--- config.mk ---
export PLATFORM = sky130hd
export DESIGN_NAME = segDecoderTop
export DESIGN_NICKNAME = d
export VERILOG_FILES = /design/src/rtl/segDecoderPkg.sv /design/src/rtl/segDecoderCtrl.sv /design/src/rtl/segDecoderPath.sv /design/src/rtl/segDecoderTop.sv
export SDC_FILE = /design/constraint.sdc
export NUM_CORES = 1
export LEC_CHECK = 0
export BUFFER_PORTS_ARGS = -buffer_cell sky130_fd_sc_hd__buf_2
export CAP_MARGIN = 40
export CORE_AREA = 2 2 39 41
export DETAILED_ROUTE_END_ITERATION = 8
export DIE_AREA = 0 0 41 43
export GPL_ROUTABILITY_DRIVEN = 0
export GPL_TIMING_DRIVEN = 0
export PLACE_DENSITY_LB_ADDON = 0.12
export SLEW_MARGIN = 20
export SYNTH_ARGS = -nofsm -noshare
export SYNTH_HDL_FRONTEND = slang
export SYNTH_SLANG_ARGS = --single-unit
--- constraint.sdc ---
create_clock -name vclk -period 1.3
set_input_delay 0.065 -clock vclk [all_inputs]
set_output_delay 0.065 -clock vclk [all_outputs]
set_load 0.005 [all_outputs]
--- src/rtl/segDecoderPkg.sv ---
package segDecoderPkg;
  localparam int SEG_N = 7;

  // control strobes sent to the datapath
  typedef struct packed {
    logic blankAll;
    logic lightAll;
  } segCtrl_t;

  // active-high segment pattern, bit0 = a ... bit6 = g; zero for non-decimal codes
  function automatic logic [SEG_N-1:0] digitPattern(input logic [3:0] d);
    logic [SEG_N-1:0] p;
    case (d)
      4'd0: p = 7'b0111111;
      4'd1: p = 7'b0000110;
      4'd2: p = 7'b1011011;
      4'd3: p = 7'b1001111;
      4'd4: p = 7'b1100110;
      4'd5: p = 7'b1101101;
      4'd6: p = 7'b1111101;
      4'd7: p = 7'b0000111;
      4'd8: p = 7'b1111111;
      4'd9: p = 7'b1101111;
      default: p = '0;
    endcase
    return p;
  endfunction
endpackage

--- src/rtl/segDecoderCtrl.sv ---
module segDecoderCtrl
  import segDecoderPkg::*;
(
  input  logic     lampTestN,
  input  logic     rippleInN,
  input  logic     blankInN,
  input  logic     isZero,
  output segCtrl_t ctrl,
  output logic     rippleOutN
);
  logic suppressZero;

  always_comb begin
    suppressZero  = !rippleInN && lampTestN && isZero;
    rippleOutN    = !suppressZero;
    ctrl.blankAll = !blankInN || suppressZero;
    ctrl.lightAll = blankInN && !lampTestN;
  end

  always_comb begin

    rbo_blank_chk: assert (rippleOutN || (ctrl.blankAll && !ctrl.lightAll))
      else $error("ripple output low without blanking");

    bi_priority_chk: assert (blankInN || !ctrl.lightAll)
      else $error("lamp test beat blank input");
  end
endmodule

--- src/rtl/segDecoderPath.sv ---
module segDecoderPath
  import segDecoderPkg::*;
#(
  parameter int DIGIT_W = 4
) (
  input  logic [DIGIT_W-1:0] bcdIn,
  input  segCtrl_t           ctrl,
  output logic [SEG_N-1:0]   segN,
  output logic               isZero
);
  localparam int MAX_DIGIT = 9;

  logic [SEG_N-1:0] pattern;
  logic             validDigit;

  always_comb begin
    validDigit = (int'(bcdIn) <= MAX_DIGIT);
    pattern    = digitPattern(4'(bcdIn));
    isZero     = (bcdIn == '0);
  end

  for (genvar i = 0; i < SEG_N; i++) begin : g_seg
    always_comb begin
      if (ctrl.blankAll)      segN[i] = 1'b1;
      else if (ctrl.lightAll) segN[i] = 1'b0;
      else                    segN[i] = !(validDigit && pattern[i]);
    end
  end

  always_comb begin

    blank_off_chk: assert (!ctrl.blankAll || segN == '1)
      else $error("blank strobe left a segment lit");

    light_on_chk: assert (ctrl.blankAll || !ctrl.lightAll || segN == '0)
      else $error("lamp test left a segment dark");

    invalid_off_chk: assert (ctrl.lightAll || validDigit || segN == '1)
      else $error("unused code lit a segment");
  end
endmodule

--- src/rtl/segDecoderTop.sv ---
module segDecoderTop
  import segDecoderPkg::*;
#(
  parameter int DIGIT_W = 4
) (
  input  logic [DIGIT_W-1:0] bcdIn,
  input  logic               lampTestN,
  input  logic               rippleInN,
  input  logic               blankInN,
  output logic [SEG_N-1:0]   segN,
  output logic               rippleOutN
);
  segCtrl_t ctrl;
  logic     isZero;

  segDecoderCtrl ctrl_i (
    .lampTestN (lampTestN),
    .rippleInN (rippleInN),
    .blankInN  (blankInN),
    .isZero    (isZero),
    .ctrl      (ctrl),
    .rippleOutN(rippleOutN)
  );

  segDecoderPath #(.DIGIT_W(DIGIT_W)) path_i (
    .bcdIn (bcdIn),
    .ctrl  (ctrl),
    .segN  (segN),
    .isZero(isZero)
  );
endmodule

==> run_results.csv <==
group,metric,value,unit
grt,grt_pass1_vias,238,
grt,antenna_found_initial,0,
place,dp_slack,-0.0169,ns
finish,final_cell_mix,"15 x buf_2, 6 x nand3_1, 5 x ha_1",
cts,postCtsHoldBufs,0,
finish,seqCellArea,0,µm²
sta,rsz0062_at_grt,"false",
worst_setup_path,crit_buf_inv,3,
worst_setup_path,cp_slowest_cell,"o31a_4",
routing,vias,294,
grt,grt_usage,6.99,%
place,port_buffers,14,
worst_setup_path,endpoint_kind,"primary output",
synth,avgSynthCellArea,8.35,µm²
worst_setup_path,worst_ep_arrival_time,1.15,ns
sta,hold_viol,0,
finish,final_common_cell,"buf_2",
routing,antenna_left,0,
synth,netlist_area,284,µm²
worst_setup_path,start_kind,"input pin",
sta,max_freq,0.822,GHz
finish,antennaDiodeCount,0,
grt,overflow,0,
floorplanning,core_area,0.00138,mm²
sta,setup_ws,0.0836,ns
outcome,status,"finished, final reports clean",
floorplanning,die_x,41,µm
power_and_ir_drop,p_leak,0.188,nW
power_and_ir_drop,cellPowerDensity,288,mW/mm²
synth,synthesis.nets,47,
synth,ys_seq_area_share,0,%
worst_setup_path,max_stage_delay,0.32,ns
sta,max_slew.worst_pin.slew,0.341,ns
finish,seq_cells,0,
floorplanning,die_h,43,µm
worst_setup_path,path_cells,"buf_2 -> inv_4 -> ha_1 -> nand2b_4 -> o31a_4 -> o311ai_1 -> buf_2",
worst_setup_path,cp_top_family,"compound AO/OA/AOI/OAI gates",
worst_setup_path,crit_required,1.24,ns
finish,nClkBuffers,0,
synth,yosysWarnings,0,
sta,slew_viol_final,0,
grt,grt_first_pass_wirelength,931,µm
finish,fill_cells,159,
min_path,hp-class,"input pin to primary output",
finish,final_util,28.8,%
worst_setup_path,worstSetupPathType,"input pin to primary output",
run,cap_violations,0,
synth,postSynthCellCount,34,
routing,vias_per_cell,4.52,
floorplanning,fp.dieArea,0.00176,mm²
finish,final_nets,64,
floorplanning,start_util,20.5,%
routing,totalWireLength,658,µm
sta,finalSetupViolCount,0,
floorplanning,rows,14,
routing,drc,0,
routing,drt_first_iter_violations,0,
power_and_ir_drop,peakVddDrop,0.0000811,V
finish,area_delta_synth_final,40.5,%
sta,post-route-min-period,1.22,ns
sta,max_slew_margin,77.2,%
grt,grt_max_degree,10,
finish,drive_above_1_share,51.0,%
sta,post-route-period-util,93.6,%
floorplanning,io_pins,15,
routing,wl_per_cell,10.1,µm
synth,synthDistinctLibCells,18,
routing,dr.pass1.iters,1,
worst_setup_path,cpMostUsedCell,"buf_2",
worst_setup_path,cp_max_fo,7,
-- final timing paths --
path	startpoint	endpoint	slack [ns]	depth (start not counted)
worst max-delay path	bcdIn[1]	segN[2]	0.08	7
worst min-delay path	rippleInN	rippleOutN	0.41	3
-- worst min-delay path: cells and delay by family --
kind | cells | cell delay (ns)
buffers and inverters | 2 | 0.19
AND/OR/NAND/NOR | 1 | 0.09
-- per-stage QoR --
step | instance area, µm² | hold slack [ns] | std cells | total power [W] | setup TNS [ns]
2_1_floorplan | 284 | 0.222 | 34 | 0.0000643 | 0
3_3_place_gp | 374 | 0.409 | 64 | 0.000110 | -0.0427
3_5_place_dp | 374 | 0.412 | 64 | 0.000108 | -0.0169
4_1_cts | 374 | 0.412 | 64 | 0.000109 | 0
5_1_grt | 399 | 0.455 | 65 | 0.000128 | 0
6_report | 399 | 0.410 | 65 | 0.000115 | 0
-- timing repair --
action / in CTS / in global routing
pin swaps: 2 / 2
resized for setup: 1 / 5
endpoints found under the setup margin: 1 / 6
setup buffers: 0 / 1
gates cloned: 0 / 0
-- cells by family (layout without fill, tap and decap cells) --
group	Yosys count	after routing	synth area share, %
adder cells (fa/ha/maj)	6	6	26.4
AND/OR/NAND/NOR	13	13	29.5
buffers and inverters	5	20	7.05
AO/OA/AOI/OAI	9	9	33.5
multiplexers	1	1	3.52
-- layer usage --
layer,track usage [%],vias to the layer above,wire length (µm)
met5,0,-,0
li1,-,157,-
met1,9.18,129,283
met2,12.8,8,334
met4,0,0,0
met3,0,0,39
-- area by class of cell --
type | instances | area (µm²) | area share (%)
timing repair buffer | 15 | 77.6 | 19.4
buffer | 1 | 5.00 | 1.25
multi-input combinational | 29 | 279 | 69.9
tap | 16 | 20.0 | 5.02
inverter | 4 | 17.5 | 4.39
-- cell usage after synthesis, drive strengths merged --
master | instances | area [µm²]
a21oi | 1 | 5.00
buf | 1 | 5.00
ha | 6 | 75.1
inv | 4 | 15.0
mux2i | 1 | 10.0
nand2 | 1 | 3.75
nand2b | 3 | 33.8
nand3 | 6 | 30.0
nor2 | 1 | 3.75
nor2b | 1 | 6.26
o211ai | 3 | 22.5
o21ai | 1 | 8.76
o22ai | 1 | 6.26
o311ai | 2 | 35.0
o31a | 1 | 17.5
or3 | 1 | 6.26
-- report_power, final --
part / internal (W) / leakage (nW) / switching (W)
Combinational: 0.0000530 / 0.188 / 0.0000618
Sequential: 0 / 0 / 0
Clock: 0 / 0 / 0
Total: 0.0000530 / 0.188 / 0.0000618
(Power assumes the default switching activity.)
